$ cat src/rtl/qenc_pkg.sv
`timescale 1ns/1ps
package qenc_pkg;
    localparam int ADDR_W = 3;
    localparam logic [ADDR_W-1:0] A_POS  = 3'd0;
    localparam logic [ADDR_W-1:0] A_MAX  = 3'd1;
    localparam logic [ADDR_W-1:0] A_PER  = 3'd2;
    localparam logic [ADDR_W-1:0] A_MASK = 3'd3;
    localparam logic [ADDR_W-1:0] A_CLR  = 3'd4;

    localparam int IRQ_N    = 4;
    localparam int IRQ_IDX  = 0;
    localparam int IRQ_WIN  = 1;
    localparam int IRQ_DIR  = 2;
    localparam int IRQ_QERR = 3;

    // state name carries the last synchronized {a,b} code
    typedef enum logic [1:0] {
        PH_00 = 2'b00,
        PH_01 = 2'b01,
        PH_10 = 2'b10,
        PH_11 = 2'b11
    } phase_e;
endpackage

$ cat src/rtl/qenc_sync.sv
`timescale 1ns/1ps
module qenc_sync #(
    parameter int W      = 3,
    parameter int STAGES = 2
) (
    input  logic         clk,
    input  logic         rst_n,
    input  logic [W-1:0] din,
    output logic [W-1:0] dout
);
    logic [W-1:0] stg [STAGES];

    always_ff @(posedge clk or negedge rst_n) begin
        if (!rst_n) begin
            for (int i = 0; i < STAGES; i++) stg[i] <= '0;
        end else begin
            stg[0] <= din;
            for (int i = 1; i < STAGES; i++) stg[i] <= stg[i-1];
        end
    end

    assign dout = stg[STAGES-1];
endmodule

$ cat src/rtl/qenc_decode.sv
`timescale 1ns/1ps
module qenc_decode
    import qenc_pkg::*;
(
    input  logic       clk,
    input  logic       rst_n,
    input  logic [1:0] ab,
    output logic       fwd,
    output logic       rev,
    output logic       err
);
    phase_e state;
    phase_e nxt_f;
    phase_e nxt_r;

    // state register: always follows the newest sample
    always_ff @(posedge clk or negedge rst_n) begin
        if (!rst_n) state <= PH_00;
        else        state <= phase_e'(ab);
    end

    // outputs: classify the sample against the ring neighbours
    always_comb begin
        nxt_f = PH_00;
        nxt_r = PH_00;
        unique case (state)
            PH_00: begin nxt_f = PH_10; nxt_r = PH_01; end
            PH_10: begin nxt_f = PH_11; nxt_r = PH_00; end
            PH_11: begin nxt_f = PH_01; nxt_r = PH_10; end
            PH_01: begin nxt_f = PH_00; nxt_r = PH_11; end
        endcase
        fwd = (ab == nxt_f);
        rev = (ab == nxt_r);
        err = (ab == ~state);
    end
endmodule

$ cat src/rtl/qenc_pos.sv
`timescale 1ns/1ps
module qenc_pos #(
    parameter int W = 16
) (
    input  logic         clk,
    input  logic         rst_n,
    input  logic         fwd,
    input  logic         rev,
    input  logic         pos_wr,
    input  logic         max_wr,
    input  logic [W-1:0] wdata,
    output logic [W-1:0] pos,
    output logic [W-1:0] max_q,
    output logic         dir_fwd,
    output logic         dir_chg
);
    logic [W-1:0] pos_up;
    logic [W-1:0] pos_dn;

    assign pos_up  = (pos == max_q) ? '0 : pos + 1'b1;
    assign pos_dn  = (pos == '0) ? max_q : pos - 1'b1;
    assign dir_chg = (fwd && !dir_fwd) || (rev && dir_fwd);

    always_ff @(posedge clk or negedge rst_n) begin
        if (!rst_n) begin
            pos     <= '0;
            max_q   <= '1;
            dir_fwd <= 1'b1;
        end else begin
            if (pos_wr)   pos <= wdata;
            else if (fwd) pos <= pos_up;
            else if (rev) pos <= pos_dn;

            if (max_wr) max_q <= wdata;

            if (fwd)      dir_fwd <= 1'b1;
            else if (rev) dir_fwd <= 1'b0;
        end
    end
endmodule

$ cat src/rtl/qenc_vel.sv
`timescale 1ns/1ps
module qenc_vel #(
    parameter int TMR_W      = 16,
    parameter int VEL_W      = 16,
    parameter int PERIOD_DEF = 63
) (
    input  logic             clk,
    input  logic             rst_n,
    input  logic             step,
    input  logic             per_wr,
    input  logic [TMR_W-1:0] per_val,
    output logic [VEL_W-1:0] velocity,
    output logic             expire
);
    logic [TMR_W-1:0] period_q;
    logic [TMR_W-1:0] tmr;
    logic [VEL_W-1:0] acc;
    logic [VEL_W-1:0] acc_inc;

    assign acc_inc = (step && acc != '1) ? acc + 1'b1 : acc;
    assign expire  = (tmr == '0) && !per_wr;

    always_ff @(posedge clk or negedge rst_n) begin
        if (!rst_n) begin
            period_q <= TMR_W'(PERIOD_DEF);
            tmr      <= TMR_W'(PERIOD_DEF);
            acc      <= '0;
            velocity <= '0;
        end else if (per_wr) begin
            period_q <= per_val;
            tmr      <= per_val;
            acc      <= '0;
        end else if (tmr == '0) begin
            tmr      <= period_q;
            velocity <= acc_inc;
            acc      <= '0;
        end else begin
            tmr <= tmr - 1'b1;
            acc <= acc_inc;
        end
    end
endmodule

$ cat src/rtl/qenc_irq.sv
`timescale 1ns/1ps
module qenc_irq #(
    parameter int N = 4
) (
    input  logic         clk,
    input  logic         rst_n,
    input  logic [N-1:0] set,
    input  logic         clr_wr,
    input  logic         mask_wr,
    input  logic [N-1:0] wbits,
    output logic [N-1:0] status,
    output logic         irq
);
    logic [N-1:0] mask_q;
    logic [N-1:0] clr_v;

    assign clr_v = clr_wr ? wbits : '0;
    assign irq   = |(status & mask_q);

    always_ff @(posedge clk or negedge rst_n) begin
        if (!rst_n) begin
            status <= '0;
            mask_q <= '0;
        end else begin
            status <= (status & ~clr_v) | set;
            if (mask_wr) mask_q <= wbits;
        end
    end
endmodule

$ cat src/rtl/qenc_core.sv
`timescale 1ns/1ps
module qenc_core
    import qenc_pkg::*;
#(
    parameter int POS_W      = 16,
    parameter int VEL_W      = 16,
    parameter int TMR_W      = 16,
    parameter int REG_W      = 16,
    parameter int SYNC_STG   = 2,
    parameter int PERIOD_DEF = 63
) (
    input  logic              clk,
    input  logic              rst_n,
    input  logic              ph_a,
    input  logic              ph_b,
    input  logic              idx_in,
    input  logic              reg_wr,
    input  logic [ADDR_W-1:0] reg_addr,
    input  logic [REG_W-1:0]  reg_wdata,
    output logic [POS_W-1:0]  position,
    output logic [VEL_W-1:0]  velocity,
    output logic              dir_fwd,
    output logic [IRQ_N-1:0]  irq_status,
    output logic              irq
);
    logic [2:0]       syn;
    logic             idx_q;
    logic             idx_rise;
    logic             fwd_step;
    logic             rev_step;
    logic             qerr_pulse;
    logic             dir_chg;
    logic             win_expire;
    logic [POS_W-1:0] max_q;
    logic [IRQ_N-1:0] ev_set;

    logic wr_pos, wr_max, wr_per, wr_mask, wr_clr;
    assign wr_pos  = reg_wr && (reg_addr == A_POS);
    assign wr_max  = reg_wr && (reg_addr == A_MAX);
    assign wr_per  = reg_wr && (reg_addr == A_PER);
    assign wr_mask = reg_wr && (reg_addr == A_MASK);
    assign wr_clr  = reg_wr && (reg_addr == A_CLR);

    qenc_sync #(.W(3), .STAGES(SYNC_STG)) u_sync (
        .clk  (clk),
        .rst_n(rst_n),
        .din  ({idx_in, ph_a, ph_b}),
        .dout (syn)
    );

    always_ff @(posedge clk or negedge rst_n) begin
        if (!rst_n) idx_q <= 1'b0;
        else        idx_q <= syn[2];
    end
    assign idx_rise = syn[2] && !idx_q;

    qenc_decode u_dec (
        .clk  (clk),
        .rst_n(rst_n),
        .ab   (syn[1:0]),
        .fwd  (fwd_step),
        .rev  (rev_step),
        .err  (qerr_pulse)
    );

    qenc_pos #(.W(POS_W)) u_pos (
        .clk    (clk),
        .rst_n  (rst_n),
        .fwd    (fwd_step),
        .rev    (rev_step),
        .pos_wr (wr_pos),
        .max_wr (wr_max),
        .wdata  (reg_wdata[POS_W-1:0]),
        .pos    (position),
        .max_q  (max_q),
        .dir_fwd(dir_fwd),
        .dir_chg(dir_chg)
    );

    qenc_vel #(.TMR_W(TMR_W), .VEL_W(VEL_W), .PERIOD_DEF(PERIOD_DEF)) u_vel (
        .clk     (clk),
        .rst_n   (rst_n),
        .step    (fwd_step || rev_step),
        .per_wr  (wr_per),
        .per_val (reg_wdata[TMR_W-1:0]),
        .velocity(velocity),
        .expire  (win_expire)
    );

    always_comb begin
        ev_set           = '0;
        ev_set[IRQ_IDX]  = idx_rise;
        ev_set[IRQ_WIN]  = win_expire;
        ev_set[IRQ_DIR]  = dir_chg;
        ev_set[IRQ_QERR] = qerr_pulse;
    end

    qenc_irq #(.N(IRQ_N)) u_irq (
        .clk    (clk),
        .rst_n  (rst_n),
        .set    (ev_set),
        .clr_wr (wr_clr),
        .mask_wr(wr_mask),
        .wbits  (reg_wdata[IRQ_N-1:0]),
        .status (irq_status),
        .irq    (irq)
    );
endmodule

$ cat config.mk
export PLATFORM = sky130hd
export DESIGN_NAME = qenc_core
export DESIGN_NICKNAME = d
export VERILOG_FILES = /design/src/rtl/qenc_pkg.sv /design/src/rtl/qenc_sync.sv /design/src/rtl/qenc_decode.sv /design/src/rtl/qenc_pos.sv /design/src/rtl/qenc_vel.sv /design/src/rtl/qenc_irq.sv /design/src/rtl/qenc_core.sv
export SDC_FILE = /design/constraint.sdc
export NUM_CORES = 1
export LEC_CHECK = 0
export BUFFER_PORTS_ARGS = -buffer_cell sky130_fd_sc_hd__buf_2
export CAP_MARGIN = 30
export CORE_MARGIN = 4
export CORE_UTILIZATION = 30
export CTS_BUF_LIST = sky130_fd_sc_hd__clkbuf_8
export CTS_CLUSTER_SIZE = 28
export DETAILED_ROUTE_END_ITERATION = 12
export PLACE_DENSITY = 0.46
export SKIP_LAST_GASP = 1
export SLEW_MARGIN = 20
export SYNTH_ARGS = -nofsm -noshare
export SYNTH_HDL_FRONTEND = slang
export SYNTH_SLANG_ARGS = --single-unit
export TNS_END_PERCENT = 20
$ cat constraint.sdc
create_clock -name clk -period 3.6 [get_ports clk]
set_clock_uncertainty 0.2 [all_clocks]
set_input_delay 0.36 -clock clk [delete_from_list [all_inputs] [get_ports clk]]
set_output_delay 0.36 -clock clk [all_outputs]
set_load 0.005 [all_outputs]
==> Word level (Yosys, flattened, before mapping) <==
Cells that the tools add are included.
{ "totals": {"reg_bits": 114, "inputBits": 25, "output_inout_bits": 38} }
{ "op_classes": {"n_addsub": 4, "n_eq_ne": 12, "muxes": 15, "bitwise_logic": 6, "reduce_logical": 23} }
{ "ops": {"columns": ["cell", "count"], "rows": [
  ["16-bit 2-to-1 mux", 10],
  ["16-bit by 1-bit adder with 16-bit output (second input constant)", 2],
  ["16-bit logical NOT", 2],
  ["16-bit by 1-bit subtractor with 16-bit output (second input constant)", 2],
  ["16-bit equality test", 1],
  ["16-bit inequality test (second input constant)", 1],
  ["2-bit case mux with 4 select lines", 2],
  ["1-bit logical AND", 10],
  ["4-bit AND", 2],
  ["2-bit equality test", 3],
  ["3-bit by 2-bit equality test with 1-bit output (second input constant)", 2],
  ["2-bit equality test (second input constant)", 2],
  ["4-bit 2-to-1 mux", 1],
  ["4-bit inverter", 1],
  ["4-bit bitwise OR", 1],
  ["4-bit OR reduction", 1],
  ["3-bit by 1-bit equality test with 1-bit output (second input constant)", 1],
  ["3-bit equality test (second input constant)", 1],
  ["1-bit logical NOT", 3],
  ["3-bit logical NOT", 1],
  ["3-bit nonzero test", 1],
  ["2-bit by 1-bit equality test with 1-bit output (second input constant)", 1],
  ["2-bit logical NOT", 1],
  ["1-bit logical OR", 2],
  ["5 further kinds", 6]
]} }

==> Longest topological paths before layout <==
{ "depth": {"ltp_word": 8, "depth_mapped": 10, "depth_no_buf": 7} }

==> Cells and area by module <==
Synthesis repeated with hierarchy kept, for this count alone.
{ "unflattened": {"cells_unflattened": 656, "hier_area_um2": 6359.8} }
{ "modules_own_cells": {"columns": ["mod", "instances", "cells_per_inst", "area_per_inst_um2", "seq_area_each_um2"], "rows": [
  ["qenc_vel", 1, 336, 3103.0, 1616.6],
  ["qenc_pos", 1, 271, 2575.0, 847.1],
  ["qenc_irq", 1, 23, 309.0, 200.2],
  ["qenc_sync", 1, 9, 172.7, 150.1],
  ["qenc_core", 1, 8, 101.3, 25.0],
  ["qenc_decode", 1, 9, 98.8, 50.0]
]} }

==> Worst setup path before layout <==
OpenSTA, ideal clock, no wires.
{ "synth_path": {"path_type": "reg2reg", "from": "register u_vel.tmr[0]", "to": "register u_vel.tmr[15]", "setup_ns": 0.125, "arrival_time_ns": 2.089, "required_time_ns": 3.275, "setup_slack_ns": 1.187, "stages_incl_launch_ff": 8, "n_path_buf": 0, "period_less_slack_ns": 2.413, "path_cell_list": "dfstp_2 > inv_1 > ha_1 > or3b_1 > nor4_4 > nand2_2 > nand2_1 > mux2_2"} }
{ "synth_via": {"elab_chain_len": 3} }
{ "synth_rtl": {"columns": ["item", "line_no", "source"], "rows": [
  ["start, declared", "qenc_vel.sv:16", "logic [TMR_W-1:0] tmr;"],
  ["start signal, assigned", "qenc_vel.sv:26", "tmr <= TMR_W'(PERIOD_DEF);"],
  ["start signal, assigned", "qenc_vel.sv:31", "tmr <= per_val;"],
  ["start signal, assigned", "qenc_vel.sv:34", "tmr <= period_q;"],
  ["16-bit by 1-bit subtractor with 16-bit output or 16-bit logical NOT (tied branches)", "qenc_vel.sv:38, qenc_vel.sv:33", null],
  ["16-bit 2-to-1 mux (*)", "qenc_vel.sv:33", "end else if (tmr == '0) begin"],
  ["16-bit 2-to-1 mux (*)", "qenc_vel.sv:29", "end else if (per_wr) begin"]
]} }
Every way passes the cells marked *; elsewhere a longest branch is shown, timed or not.
A chain may end at the register's enable or synchronous reset.

==> Worst setup path after layout <==
Ends and elaborated chain as after synthesis.

==> results.toml <==
[finish]
synthToLayoutAreaGrowth_pct = 17.6
drive_gt1_share_pct = 23.1
n_fill_cell = 2141
layout.cells.non_filler = 1020
nNetsFinal = 766
finish.utilization_pct = 36.2

[place]
gp_congestion = 0.845
dp_cells = 971
dpl.hpwl_um = 13500
portBuffers = 62

[power]
leakagePower_nw = 3.10
peakVddDrop_v = 0.000247
power.density_mw_per_mm2 = 638

[status]
status = "complete, no violations"

[logic_synthesis]
netlist.area_leader.share_pct = 33.7
ys_async_sr_fraction_pct = 100
synth_seq_cells = 114
netlist_area_sq_mm = 0.00631
yosys_warnings = 0
netlist_top_cells_count = "97 x nand2_1, 85 x dfrtp_1, 43 x nor2_1"
synth_area_leaders = "dfrtp_1 34%, dfstp_2 12%, nand2_1 5.8%"
synth_seq_area_share_pct = 45.8
synth-main-ff-cell = "dfrtp_1"
synthCells = 669
syn_area_per_cell_sq_um = 9.43
synth-edff-count = 0
yosysUniqueCellTypes = 59
synth_most_common_cell = "nand2_1"
syn_nets = 699
synth_top_area_cell = "dfrtp_1"

[floorplan]
core_area_sq_mm = 0.0205
dieHeight_um = 153
row_count = 52
die_w_um = 153
dieArea_sq_mm = 0.0234
start_util_pct = 30.8
io_pins = 63

[cts]
clock_latency_ps = 440
cts_tree = "built"
cts_buffer_depth = 2
post_cts_buffers = 0
htree_levels = 4
clockRootBuffer = "clkbuf_8"
cts.sinks = 114
clkTransAtPathRegs_ps = 80
numCtsBuffers = 17

[sta]
setup_viol = 0
max_freq_mhz = 350
slew_headroom_pct = 38.5
period_share_pct = 79.4
setup_tns_ps = 0
finalHoldViolCount = 0
fin_crit_ps = 2860
rsz0062_at_grt = "no"
tightest_slew_ps = 914
drv_slew = 0

[worst_setup_path]
r2r-start = "u_vel.tmr[0]"
arrival_ps = 2980
critPathBufInv = 2
critPathLaunchType = "flop"
rr_worst_depth = 8
crit_chain = "inv_1 -> ha_1 -> or3b_1 -> nor4_4 -> nand2_2 -> nand2_1 -> buf_4 -> mux2_2"
worst-path-stages = 8
crit_family = "simple AND/OR/NAND/NOR gates"
critPathSlowestCell = "or3b_1"
max_stage_delay_ps = 460
startpoint = "u_vel.tmr[0]"
crit_path_max_fanout = 18
end_kind = "flop"
path_class = "flop to flop"
critical_path_required_ps = 3720

[detailed_routing]
via_per_inst = 5.21
drt_iter0_markers = 381
first_pass_iters = 5
ant_nets = 0
num_vias = 5316
route.detailed.drc = 0
routedWlPerCell_um = 18.4
routed_wl_um = 18800

[global_routing]
grt_pass1_vias = 5444
grt_max_degree = 60
grt_pass1_wl_um = 30400
overflow = 0
grt_usage_pct = 16.3
antenna_found_initial = 3

[worst_hold_path]
hp-start = "reg_wdata[6]"
worstHoldPathCells = 3
min_path_type = "primary input to flop"

[flow_run]
maxCapViolCount = 0
==> repair_timing <==
item	in CTS	in global routing
gates resized for setup	0	0
hold endpoints to repair	56	0
hold buffers	16	0
==> worst register-to-register path: stages (launching register included) <==
cell	delay, ps
dfstp_2	380
inv_1	70
ha_1	180
or3b_1	460
nor4_4	370
nand2_2	340
nand2_1	160
buf_4	240
mux2_2	350
==> state kept, by name (all words and copies together) (netlist names), 2 cells and up <==
name / count
u_sync.stg: 3
u_vel.acc: 16
u_pos.pos: 16
u_sync.dout: 3
u_pos.max_q: 16
u_vel.tmr: 16
u_vel.velocity: 16
u_irq.mask_q: 4
u_irq.status: 4
u_dec.state: 2
u_vel.period_q: 16
==> metal layers <==
metal / up-vias / track usage [%] / routed length, um
met5: - / 0 / 23
met4: 4 / 5.18 / 331
met3: 25 / 3.93 / 823
met2: 137 / 26.6 / 8880
met1: 2629 / 21.4 / 8740
li1: 2521 / - / -
==> placed cells by master (no fill, tap or decap), types with 15 or more instances in the layout <==
master and instances:
a21oi_1 27, nand2_1 97, xor2_1 29, o21ai_0 15
buf_2 61, dfstp_2 29, or3_1 17, nor2_1 43
dlygate4sd3_1 16, mux2_2 21, dfrtp_1 85, o21ai_1 33
nand3_1 16, clkbuf_8 17, nor3_1 24, a31oi_1 16
xnor2_1 37
==> worst paths after layout <==
check	slack, ps	to
hold reg to reg	150	u_sync.dout[0]
max in group asynchronous	1950	u_pos.max_q[0]
hold / removal	30	u_vel.period_q[6]
setup / recovery	740	u_vel.tmr[15]
min in group asynchronous	360	u_pos.pos[12]
setup reg to reg	740	u_vel.tmr[15]
==> logic make-up after synthesis <==
kind of cell | after synthesis | synth area share, %
and+or+nand+nor | 267 | 21.8
DFF | 114 | 45.8
buffers and inverters | 52 | 3.63
adders and majority gates | 6 | 1.15
AOI/OAI and AO/OA | 133 | 13.0
muxes | 28 | 4.86
xor gates and xnor gates | 69 | 9.81
==> metrics by stage <==
stage	worst slack, ps	power, mW	hold slack [ps]	cell area [sq um]
after global placement	793	3.57	134	6890
after global routing	504	5.08	19.8	7420
after detailed placement	720	3.60	139	6890
after CTS	705	4.79	8.11	7420
final	740	4.74	25.0	7420
after floorplan	1190	3.10	-136	6310
==> layout make-up <==
cell class | count | area [sq um] | area share, %
Sequential cell | 114 | 2890 | 38.9
Clock buffer | 17 | 234 | 3.15
Timing Repair Buffer | 91 | 583 | 7.86
Tap cell | 270 | 338 | 4.55
Multi-Input combinational cell | 503 | 3210 | 43.2
Antenna cell | 1 | 2.50 | 0.0337
Inverter | 9 | 33.8 | 0.455
Clock inverter | 15 | 133 | 1.79
==> report_power, final <==
group          internal, mW  switching [mW]  total (mW)
sequential             1.62           0.479        2.10
combinational         0.688           0.795        1.48
clock                 0.548           0.601        1.15
Power figures use the tool's default switching activity.
